File: src/rtl/fwd_pkg.sv
package fwd_pkg;

    localparam int FRAME_W = 12;
    localparam int THR_W   = 4;

    typedef enum logic {
        ST_HUNT = 1'b0,
        ST_LOCK = 1'b1
    } fwd_state_e;

    typedef struct packed {
        logic data;
        logic stb;
    } fwd_pair_t;

    typedef struct packed {
        logic rise;
        logic fall;
    } fwd_edge_t;

endpackage

File: src/rtl/fwd_window.sv
module fwd_window #(
    parameter int W  = fwd_pkg::FRAME_W,
    localparam int CW = $clog2(W + 1)
) (
    input  logic         clk,
    input  logic         rst,
    input  logic         flush,
    input  logic         shift,
    input  logic         bit_i,
    input  logic         qual_i,
    output logic [W-1:0] nxt_bits,
    output logic [W-1:0] nxt_qual,
    output logic         nxt_full
);
    logic [W-1:0]  bits_q;
    logic [W-1:0]  qual_q;
    logic [CW-1:0] fill_q;

    // newest bit enters at the LSB, oldest sits at the MSB
    assign nxt_bits = {bits_q[W-2:0], bit_i};
    assign nxt_qual = {qual_q[W-2:0], qual_i};
    assign nxt_full = (fill_q >= CW'(W - 1));

    always_ff @(posedge clk) begin
        if (rst || flush) begin
            bits_q <= '0;
            qual_q <= '0;
            fill_q <= '0;
        end else if (shift) begin
            bits_q <= nxt_bits;
            qual_q <= nxt_qual;
            if (fill_q != CW'(W))
                fill_q <= fill_q + 1'b1;
        end
    end
endmodule

File: src/rtl/fwd_accept.sv
module fwd_accept #(
    parameter int W  = fwd_pkg::FRAME_W,
    parameter int TW = fwd_pkg::THR_W,
    localparam int CW = $clog2(W + 1)
) (
    input  logic [W-1:0]  win_bits,
    input  logic [W-1:0]  win_qual,
    input  logic [W-1:0]  pattern,
    input  logic [TW-1:0] match_thr,
    input  logic [TW-1:0] qual_thr,
    output logic          accept
);
    logic [W-1:0]  agree;
    logic [CW-1:0] agree_cnt;
    logic [CW-1:0] good_cnt;

    assign agree = ~(win_bits ^ pattern);

    always_comb begin
        agree_cnt = '0;
        good_cnt  = '0;
        for (int i = 0; i < W; i++) begin
            agree_cnt = agree_cnt + CW'(agree[i]);
            good_cnt  = good_cnt + CW'(win_qual[i]);
        end
    end

    assign accept = (int'(agree_cnt) >= int'(match_thr)) &&
                    (int'(good_cnt) >= int'(qual_thr));
endmodule

File: src/rtl/fwd_forward.sv
module fwd_forward
    import fwd_pkg::*;
(
    input  logic      clk,
    input  logic      rst,
    input  logic      flush,
    input  logic      locked,
    input  fwd_edge_t edge_i,
    input  logic      bit_i,
    output fwd_pair_t out_o
);
    logic held_q;
    logic stb_q;
    logic data_q;

    always_ff @(posedge clk) begin
        if (rst || flush) begin
            held_q <= 1'b0;
            stb_q  <= 1'b0;
            data_q <= 1'b0;
        end else begin
            if (edge_i.rise && locked) begin
                held_q <= bit_i;
                stb_q  <= 1'b1;
            end
            if (edge_i.fall && stb_q) begin
                stb_q  <= 1'b0;
                data_q <= held_q;
            end
        end
    end

    assign out_o = '{data: data_q, stb: stb_q};
endmodule

File: src/rtl/fwd_frame_detector.sv
module fwd_frame_detector
    import fwd_pkg::*;
#(
    parameter int W  = FRAME_W,
    parameter int TW = THR_W
) (
    input  logic          clk,
    input  logic          rst,
    input  logic          en_i,
    input  logic          clr_i,
    input  logic          bit_i,
    input  logic          qual_i,
    input  logic          strobe_i,
    input  logic [W-1:0]  pattern_i,
    input  logic [TW-1:0] match_thr_i,
    input  logic [TW-1:0] qual_thr_i,
    output logic          match_o,
    output logic          out_bit_o,
    output logic          out_strobe_o
);
    fwd_state_e   state_q;
    logic         stb_prev_q;
    fwd_edge_t    edg;
    logic         flush;
    logic         shift;
    logic [W-1:0] nxt_bits;
    logic [W-1:0] nxt_qual;
    logic         nxt_full;
    logic         accept;
    fwd_pair_t    fwd;

    assign edg   = '{rise: strobe_i & ~stb_prev_q, fall: ~strobe_i & stb_prev_q};
    assign flush = clr_i | ~en_i;
    assign shift = edg.rise && (state_q == ST_HUNT) && !flush;

    always_ff @(posedge clk) begin
        if (rst) begin
            stb_prev_q <= 1'b0;
            state_q    <= ST_HUNT;
        end else begin
            stb_prev_q <= strobe_i;
            if (flush)
                state_q <= ST_HUNT;
            else if (shift && nxt_full && accept)
                state_q <= ST_LOCK;
        end
    end

    fwd_window #(.W(W)) u_window (
        .clk      (clk),
        .rst      (rst),
        .flush    (flush),
        .shift    (shift),
        .bit_i    (bit_i),
        .qual_i   (qual_i),
        .nxt_bits (nxt_bits),
        .nxt_qual (nxt_qual),
        .nxt_full (nxt_full)
    );

    fwd_accept #(.W(W), .TW(TW)) u_accept (
        .win_bits  (nxt_bits),
        .win_qual  (nxt_qual),
        .pattern   (pattern_i),
        .match_thr (match_thr_i),
        .qual_thr  (qual_thr_i),
        .accept    (accept)
    );

    fwd_forward u_forward (
        .clk    (clk),
        .rst    (rst),
        .flush  (flush),
        .locked (state_q == ST_LOCK),
        .edge_i (edg),
        .bit_i  (bit_i),
        .out_o  (fwd)
    );

    assign match_o      = (state_q == ST_LOCK);
    assign out_bit_o    = fwd.data;
    assign out_strobe_o = fwd.stb;
endmodule

File: config.mk
export PLATFORM = sky130hd
export DESIGN_NAME = fwd_frame_detector
export DESIGN_NICKNAME = d
export VERILOG_FILES = /design/src/rtl/fwd_pkg.sv /design/src/rtl/fwd_window.sv /design/src/rtl/fwd_accept.sv /design/src/rtl/fwd_forward.sv /design/src/rtl/fwd_frame_detector.sv
export SDC_FILE = /design/constraint.sdc
export NUM_CORES = 1
export LEC_CHECK = 0
export BUFFER_PORTS_ARGS = -buffer_cell sky130_fd_sc_hd__clkbuf_2
export CELL_PAD_IN_SITES_DETAIL_PLACEMENT = 0
export CELL_PAD_IN_SITES_GLOBAL_PLACEMENT = 1
export CORE_ASPECT_RATIO = 1.1
export CORE_MARGIN = 1
export CORE_UTILIZATION = 42
export CTS_CLUSTER_DIAMETER = 80
export DETAILED_ROUTE_END_ITERATION = 8
export GPL_ROUTABILITY_DRIVEN = 1
export PLACE_DENSITY = 0.8
export SYNTH_ARGS = -nofsm -noshare
export SYNTH_HDL_FRONTEND = slang
export SYNTH_SLANG_ARGS = --single-unit
File: constraint.sdc
create_clock -name clk -period 5.49 [get_ports clk]
set_input_delay 0.2745 -clock clk [delete_from_list [all_inputs] [get_ports clk]]
set_output_delay 0.2745 -clock clk [all_outputs]
set_load 0.005 [all_outputs]
==> flow_metrics.tcl, run 1 <==
set metrics [dict create \
    setup_viol 0 \
    most-common-layout-cells "45 x nand2_1, 36 x inv_1, 31 x dfxtp_1" \
    cts.clk_slew.worst_paths_ns 0.06 \
    multi_input_area_um2 1186 \
    async_reset_ff_share_pct 0 \
    cts_setup_buffers 0 \
    ys_seq_area_share_pct 31.39 \
    fmax_mhz 232.1 \
    syn2layout_area_growth_pct 15.51 \
    tightest_slew_ns 1.056 \
    die_y_um 73.96 \
    fin_cells 317 \
    nets 321 \
    hp-class "in -> reg" \
    crit_chain "xnor2_1 -> ha_1 -> inv_1 -> fa_1 -> fa_1 -> inv_1 -> fa_1 -> inv_1 -> fa_1 -> fa_1 -> inv_1 -> ha_1 -> a211o_1 -> o211ai_1 -> a221oi_1" \
    regArea_um2 620.6 \
    cts_buffer_depth 2 \
    io_pins 30 \
    setup.worst_path.end "match_o" \
    synth-seq-cells 31 \
    r2r_cells 15 \
    wl_um 3584 \
    gp_congestion 0.7383 \
    worst_slack_ns 1.181 \
    synth_area_leader_cell "dfxtp_1" \
    dp_slack_ns 1.096 \
    synth_nets 291 \
    antenna_found_initial 0 \
    synth_top_area_share_pct 31.39 \
    synth_cell_types 30 \
    rows 25 \
    fillers 444 \
    fin_area_um2 2283 \
    cts-resized-gates 0 \
    power_density_nw_per_um2 262.4 \
    path_depth 15 \
    critPathMaxStageDelay_ns 0.55 \
    cts_root_buffer "clkbuf_8" \
    wire_per_inst_um 11.31 \
    maxSlewViolCount 0 \
    cts-buffers-inserted 5 \
    p_leak_uw 0.001026 \
    ir_drop_uv 241.7 \
    grt_overflow_total 0 \
    core-area_um2 4410 \
    synth_area_per_cell_um2 8.521 \
    grt_max_degree 31 \
    hpwl_um 2728 \
    drc 0 \
    start_util_pct 44.82 \
    worstSkewPairLatency_ns 0.29 \
    period_minus_slack_ns 4.309 \
    cp-startpoint "u_window.bits_q[0]" \
    crit_type "reg -> reg" \
    crit_buf_inv 4 \
    ys.flop_type "dfxtp_1" \
    ys.warnings.count 0 \
    track_usage_pct 16.78 \
    fin_crit_sh_pct 78.49 \
    vias 1513 \
    synth_area_um2 1977 \
    critPathLaunchType "flip-flop" \
    dieArea_um2 4986 \
    n_antenna_cell 0 \
    outcome "finished, final reports clean" \
    dpl.cell_count 309 \
    crit_required_ns 5.60 \
    final.setup_skew_ns 0.009951 \
    fin_total_pwr_uw 599.2 \
    endpoint_kind "flip-flop" \
    r2r-start "u_window.bits_q[0]" \
    die_x_um 67.42 \
    cts_hold_buffers 0 \
    ant_nets 0 \
    synth_top_cells_by_area "dfxtp_1 31%, fa_1 14%, ha_1 11%" \
    cp.arrival_ns 4.42 \
    grt_pass1_wl_um 6189 \
    port_buffers 29 \
    drt_iter0_drc 58 \
    h-tree-depth 2 \
    via_per_inst 4.773 \
    drv_cap 0 \
    cpMostUsedCell "fa_1" \
    path_max_fanout 3 \
    rsz0062_at_grt "no" \
    r2r_slack_ns 1.18 \
    cp_top_family "adder cells" \
    r2r_end "match_o" \
    drive_gt1_share_pct 14.83 \
    synthCells 232 \
    cts_tree "yes" \
    synth_edf_count 0 \
    final_common_cell "nand2_1" \
    first_pass_iters 4 \
    cts_num_sinks 31 \
    crit_slowest_cell "fa_1" \
    tns_ns 0 \
    grt_pass1_vias 1495 \
    hold_viol 0 \
    slew_headroom_pct 29.57 \
    dpl-instance-area_um2 2166 \
]
==> metal layers <==
| metal | track usage [%] | vias up | share of wire, % | wire length (um) |
|---|---|---|---|---|
| met5 | 0 | - | 0 | 0 |
| met4 | 8.511 | 0 | 2.1 | 76 |
| met3 | 3.528 | 7 | 3.8 | 137 |
| met2 | 28.44 | 27 | 48 | 1706 |
| met1 | 19.92 | 692 | 46 | 1663 |
| li1 | - | 787 | - | - |
==> cells in the mapped netlist, types with 2 or more instances <==
master,number
dfxtp_1,31
nor2_1,9
nor2b_1,2
ha_1,18
a21oi_1,24
buf_2,4
o21ai_0,3
xor2_1,7
xnor2_1,9
mux2i_1,3
clkbuf_1,3
nand2b_1,4
fa_1,14
inv_1,36
a21o_1,2
nand2_1,45
nand3_1,4
o21ai_1,2
==> cells by family (layout without fill, tap and decap cells) <==
family | Yosys count | after routing | synth area share, %
XOR/XNOR | 16 | 16 | 7.089
flip-flops | 31 | 31 | 31.39
AND/OR/NAND/NOR | 71 | 71 | 16.01
multiplexers | 3 | 3 | 1.519
buffers and inverters | 44 | 75 | 8.607
adder cells (fa/ha/maj) | 32 | 32 | 25.57
AO/OA/AOI/OAI | 35 | 35 | 9.810
==> sequential cells by signal (all words and copies together) (netlist names) <==
register and flops:
u_window.fill_q 4, u_forward.held_q 1, u_forward.stb_q 1, u_window.bits_q 11, match_o 1, stb_prev_q 1, u_forward.data_q 1, u_window.qual_q 11
==> worst min-delay path by stage <==
stage                         from                   to  slack [ns]  depth (start not counted)
3_5_place_dp                   rst           stb_prev_q        0.45                          2
2_1_floorplan                  rst           stb_prev_q        0.35                          1
6_report                       rst           stb_prev_q        0.16                          2
4_1_cts                        rst           stb_prev_q        0.15                          2
3_3_place_gp   u_window.qual_q[10]  u_window.qual_q[10]        0.44                          2
5_1_grt                        rst           stb_prev_q        0.18                          2
==> worst reg2reg max path, delay by kind of cell, from the launching register on <==
kind / cells / cell delay, ns
DFF: 1 / 0.33
buffers and inverters: 4 / 0.20
adders and majority gates: 7 / 3.07
xor gates and xnor gates: 1 / 0.13
AOI/OAI and AO/OA: 3 / 0.42
==> through the flow <==
step                util [%]  hold WS (ns)
floorplan                  -        0.3461
global placement       49.11        0.4449
detailed placement     49.11        0.4484
CTS                    51.77        0.1510
global route           51.77        0.1769
finish                 51.77        0.1580
==> cell type report <==
class                           count  share of cell area, %
Timing Repair Buffer               30                  6.685
Clock inverter                      2                  1.534
Tap cell                           54                  2.959
Multi-Input combinational cell    157                  51.95
Clock buffer                        6                  3.616
Sequential cell                    31                  27.18
Inverter                           37                  6.082
==> power breakdown <==
group          total (uW)  internal (uW)  leakage [uW]  switching (uW)
Sequential            226            225      0.000250           0.512
Clock                 233            147     0.0000612            86.7
Combinational         140           68.7      0.000715            71.1
No activity file was read; power rests on OpenSTA's default activity.
==> inputs of run 2 (changes only) <==
- CORE_UTILIZATION: 42 -> 38
- PLACE_DENSITY: 0.8 -> 0.76
- clock period: 5.49 -> 3.6 ns (I/O delays scaled with it)
==> run 2 against run 1 <==
Effect of this change:
- the run now ends with DRC, setup timing left
- global-route usage down 1.7 points
- clock power up 29%
- critical path type unchanged
- critical endpoint unchanged
- die area up 10%
- setup slack worse by 1.7 ns
- sequential power up 53%
- cell area up 4.5%
- critical path depth unchanged
- largest cell class unchanged
- highest routed layer unchanged
==> flow_metrics.tcl, run 2 (same netlist as run 1, synthesis figures left out) <==
set metrics [dict create \
    track_usage_pct 15.13 \
    top_regs "u_window.bits_q (11), u_window.qual_q (11), u_window.fill_q (4)" \
    io_pins 30 \
    vias 1564 \
    violations "DRC, setup timing" \
    die_y_um 77.65 \
    cts_hold_buffers 0 \
    grt_pass1_wl_um 6451 \
    drc 2 \
    maxSlewViolCount 0 \
    drv_cap 0 \
    grt_util_met3_pct 3.636 \
    hold_viol 0 \
    hpwl_um 2741 \
    combPwrFrac_pct 25.2 \
    via_per_inst 4.669 \
    wl_um 3689 \
    port_buffers 29 \
    path_max_fanout 2 \
    dieArea_um2 5495 \
    most-common-layout-cells "45 x nand2_1, 36 x inv_1, 30 x dfxtp_1" \
    cp.arrival_ns 4.24 \
    dp_slack_ns -0.5367 \
    setup_viol 1 \
    worstSkewPairLatency_ns 0.28 \
    use_met1_pct 18.01 \
    start_util_pct 39.54 \
    fmax_mhz 241.8 \
    dpl.cell_count 327 \
    final_common_cell "nand2_1" \
    hp-class "in -> reg" \
    crit_type "reg -> reg" \
    fin_total_pwr_uw 861.7 \
    endpoint_kind "flip-flop" \
    ant_nets 0 \
    final.setup_skew_ns 0.002247 \
    slew_headroom_pct 28.56 \
    n_antenna_cell 0 \
    period_minus_slack_ns 4.135 \
    use_met2_pct 25.77 \
    h-tree-depth 2 \
    nets 335 \
    switching_share_pct 27.58 \
    drive_gt1_share_pct 19.86 \
    ir_drop_uv 204.5 \
    antenna_found_initial 0 \
    pwr-share-seq_pct 40.0 \
    critPathLaunchType "flip-flop" \
    syn2layout_area_growth_pct 20.76 \
    rsz0062_at_grt "yes" \
    tns_ns -0.5352 \
    multi_input_area_um2 1196 \
    regArea_um2 621.8 \
    grt_overflow_total 0 \
    p_leak_uw 0.001097 \
    cts_root_buffer "clkbuf_8" \
    first_pass_iters 6 \
    cts_buffer_depth 2 \
    fin_cells 335 \
    rows 27 \
    die_x_um 70.77 \
    core-area_um2 5000 \
    p_int_uw 624.1 \
    power_density_nw_per_um2 361.0 \
    cts.clk_slew.worst_paths_ns 0.06 \
    outcome "finished, violations left" \
    top_usage_layer "met2" \
    wire_per_inst_um 11.01 \
    crit_required_ns 3.71 \
    grt_max_degree 31 \
    drt_iter0_drc 65 \
    gp_congestion 0.8028 \
    grt_pass1_vias 1485 \
    switching_power_uw 237.6 \
    tightest_slew_ns 1.072 \
    worst_slack_ns -0.5352 \
    cts_num_sinks 31 \
    cts_tree "yes" \
    fillers 508 \
    fin_crit_sh_pct 114.9 \
    cts-buffers-inserted 5 \
    final_core_util_pct 47.75 \
    power_frac_clock_pct 34.8 \
]
-- run 2: cell types whose count changed in the layout (fill, tap and decap cells not counted), sizes merged --
cell and delta:
buf +14, bufinv -1, clkinv -1, clkbuf +2
-- run 2: path summary, 6_finish.rpt --
kind	startpoint	endpoint	slack, ns	cells after the start
worst min register to register	u_window.qual_q[10]	u_window.qual_q[10]	0.46	2
worst max register to register	u_window.bits_q[0]	match_o	-0.54	15
worst max-delay path	u_window.bits_q[0]	match_o	-0.54	15
worst min-delay path	rst	stb_prev_q	0.06	2
-- run 2: cell type report --
class,count,area share [%]
multi-input cells,157,50.10
flip-flops and latches,31,26.05
repair buffers,44,10.80
inverters,37,5.818
clock buffers,8,4.193
well taps,58,3.040
-- run 2: critical path: stages, from the launching register on --
cell and delay, ns:
dfxtp_2 0.33, xnor2_2 0.13, ha_1 0.27, inv_1 0.04, fa_1 0.47, fa_1 0.49
inv_1 0.05, fa_1 0.52, inv_1 0.05, fa_2 0.34, fa_1 0.48, inv_1 0.04
ha_1 0.27, a211o_1 0.25, o211ai_1 0.11, a221oi_1 0.11
-- run 2: repair_timing --
action                                  4_1_cts  5_1_grt
gates resized for setup                       2        0
pin swaps                                     0        1
buffers inserted                              0        0
endpoints found under the setup margin        1        1
-- run 2: metrics by stage --
step | cell area [um2] | hold WS (ns)
2_1_floorplan | 1979 | 0.2516
3_3_place_gp | 2278 | 0.3549
3_5_place_dp | 2278 | 0.3531
4_1_cts | 2387 | 0.04999
5_1_grt | 2387 | 0.06462
6_report | 2387 | 0.05660
-- run 2: power by group through the flow --
stage	Combinational [uW]	Clock [uW]	Sequential, uW
floorplan	165	0	352
global placement	216	0	352
detailed placement	219	0	352
CTS	223	309	345
global route	259	325	344
finish	217	300	345
-- run 2: layer usage --
layer	vias up	part of all wire, %	wire length [um]
li1	817	-	-
met1	709	46	1681
met2	33	49	1813
met3	5	3.6	134
met4	0	1.6	59
met5	-	0	0
==> inputs of run 3 (changes only) <==
- CORE_MARGIN: 1 -> unset
- RECOVER_POWER: unset -> 50
==> run 3 against run 2 <==
Effect of this change:
- the run still ends with DRC, setup timing left
- final cell count unchanged
- non-clock buffer count did not move
- routed wire length unchanged
==> flow_metrics.tcl, run 3 (same netlist as run 1, synthesis figures left out) <==
set metrics [dict create \
    fillers 508 \
    cts_root_buffer "clkbuf_8" \
    die_x_um 70.77 \
    dieArea_um2 5495 \
    power_density_nw_per_um2 361.1 \
    ant_nets 0 \
    drc 2 \
    cts_num_sinks 31 \
    critPathLaunchType "flip-flop" \
    hp-class "in -> reg" \
    antenna_found_initial 0 \
    endpoint_kind "flip-flop" \
    crit_required_ns 3.71 \
    fmax_mhz 241.8 \
    switching_power_uw 237.6 \
    multi_input_area_um2 1196 \
    pwr-share-seq_pct 40.0 \
    cts_tree "yes" \
    crit_type "reg -> reg" \
    grt_overflow_total 0 \
    final.setup_skew_ns 0.002247 \
    h-tree-depth 2 \
    tns_ns -0.5352 \
    n_antenna_cell 0 \
    combPwrFrac_pct 25.1 \
    drive_gt1_share_pct 19.49 \
    p_leak_uw 0.001094 \
    vias 1561 \
    nets 335 \
    cts-buffers-inserted 5 \
    grt_pass1_vias 1485 \
    die_y_um 77.65 \
    worstSkewPairLatency_ns 0.28 \
    first_pass_iters 6 \
    slew_headroom_pct 28.56 \
    setup_viol 1 \
    most-common-layout-cells "45 x nand2_1, 36 x inv_1, 30 x dfxtp_1" \
    top_regs "u_window.bits_q (11), u_window.qual_q (11), u_window.fill_q (4)" \
    r2r-start "u_window.bits_q[0]" \
    cts_setup_buffers 0 \
    hp-start "rst" \
    io_pins 30 \
    outcome "finished, violations left" \
    wl_um 3689 \
    cts.clk_slew.worst_paths_ns 0.06 \
    drv_cap 0 \
    grt_max_degree 31 \
    syn2layout_area_growth_pct 20.70 \
    final_common_cell "nand2_1" \
    gp_congestion 0.8028 \
    cp.arrival_ns 4.24 \
    port_buffers 29 \
    p_int_uw 623.9 \
    tightest_slew_ns 1.072 \
    track_usage_pct 15.13 \
    via_per_inst 4.660 \
    switching_share_pct 27.58 \
    hold_viol 0 \
    core-area_um2 5000 \
    power_frac_clock_pct 34.9 \
    worst_slack_ns -0.5352 \
    maxSlewViolCount 0 \
    ir_drop_uv 204.5 \
    start_util_pct 39.54 \
    grt_pass1_wl_um 6451 \
    hpwl_um 2741 \
    rows 27 \
    final_core_util_pct 47.72 \
    rsz0062_at_grt "yes" \
    period_minus_slack_ns 4.135 \
    cts_buffer_depth 2 \
    wire_per_inst_um 11.01 \
    path_max_fanout 2 \
    violations "DRC, setup timing" \
    drt_iter0_drc 65 \
    dp_slack_ns -0.5367 \
    fin_crit_sh_pct 114.9 \
    regArea_um2 621.8 \
    cp-startpoint "u_window.bits_q[0]" \
]
run 3: path summary, 6_finish.rpt:
| check | endpoint | slack, ns | cells after the start |
|---|---|---|---|
| hold reg to reg | u_window.qual_q[10] | 0.46 | 2 |
| hold / removal | stb_prev_q | 0.06 | 2 |
| setup / recovery | match_o | -0.54 | 15 |
| setup reg to reg | match_o | -0.54 | 15 |
run 3: power groups by stage:
stage | clock network (uW) | logic, uW | registers (uW)
floorplan | 0 | 165 | 352
global placement | 0 | 216 | 352
detailed placement | 0 | 219 | 352
CTS | 309 | 223 | 345
global route | 325 | 259 | 344
finish | 300 | 217 | 345
run 3: stage by stage:
stage	cell area (um2)	total power (uW)	hold WS, ns	std cells
detailed placement	2278	571.5	0.3531	327
finish	2386	861.6	0.05613	335
floorplan	1979	516.9	0.2516	232
global route	2386	929.2	0.06462	335
global placement	2278	568.4	0.3549	327
CTS	2387	876.2	0.04999	335
run 3: timing repair:
action | CTS | global route
hold buffers | 0 | 0
cloned | 0 | 0
resized for setup | 2 | 0
endpoints found under the setup margin | 1 | 1
pin swaps | 0 | 1
run 3: cell type report:
class	instances	share of cell area, %
inverters	37	5.821
multi-input cells	157	50.13
repair buffers	44	10.75
clock buffers	8	4.195
well taps	58	3.041
flip-flops and latches	31	26.06
run 3: routing by layer:
layer / vias up / global-route usage, % / part of all wire (%)
li1: 817 / - / -
met1: 706 / 18.01 / 46
met2: 33 / 25.77 / 49
met3: 5 / 3.636 / 3.6
met4: 0 / 6.600 / 1.6
met5: - / 0 / 0
run 3: worst max-delay path, cell delays in order (launching register included):
cell      delay [ns]
dfxtp_2         0.33
xnor2_2         0.13
ha_1            0.27
inv_1           0.04
fa_1            0.47
fa_1            0.49
inv_1           0.05
fa_1            0.52
inv_1           0.05
fa_2            0.34
fa_1            0.48
inv_1           0.04
ha_1            0.27
a211o_1         0.25
o211ai_1        0.11
a221oi_1        0.11
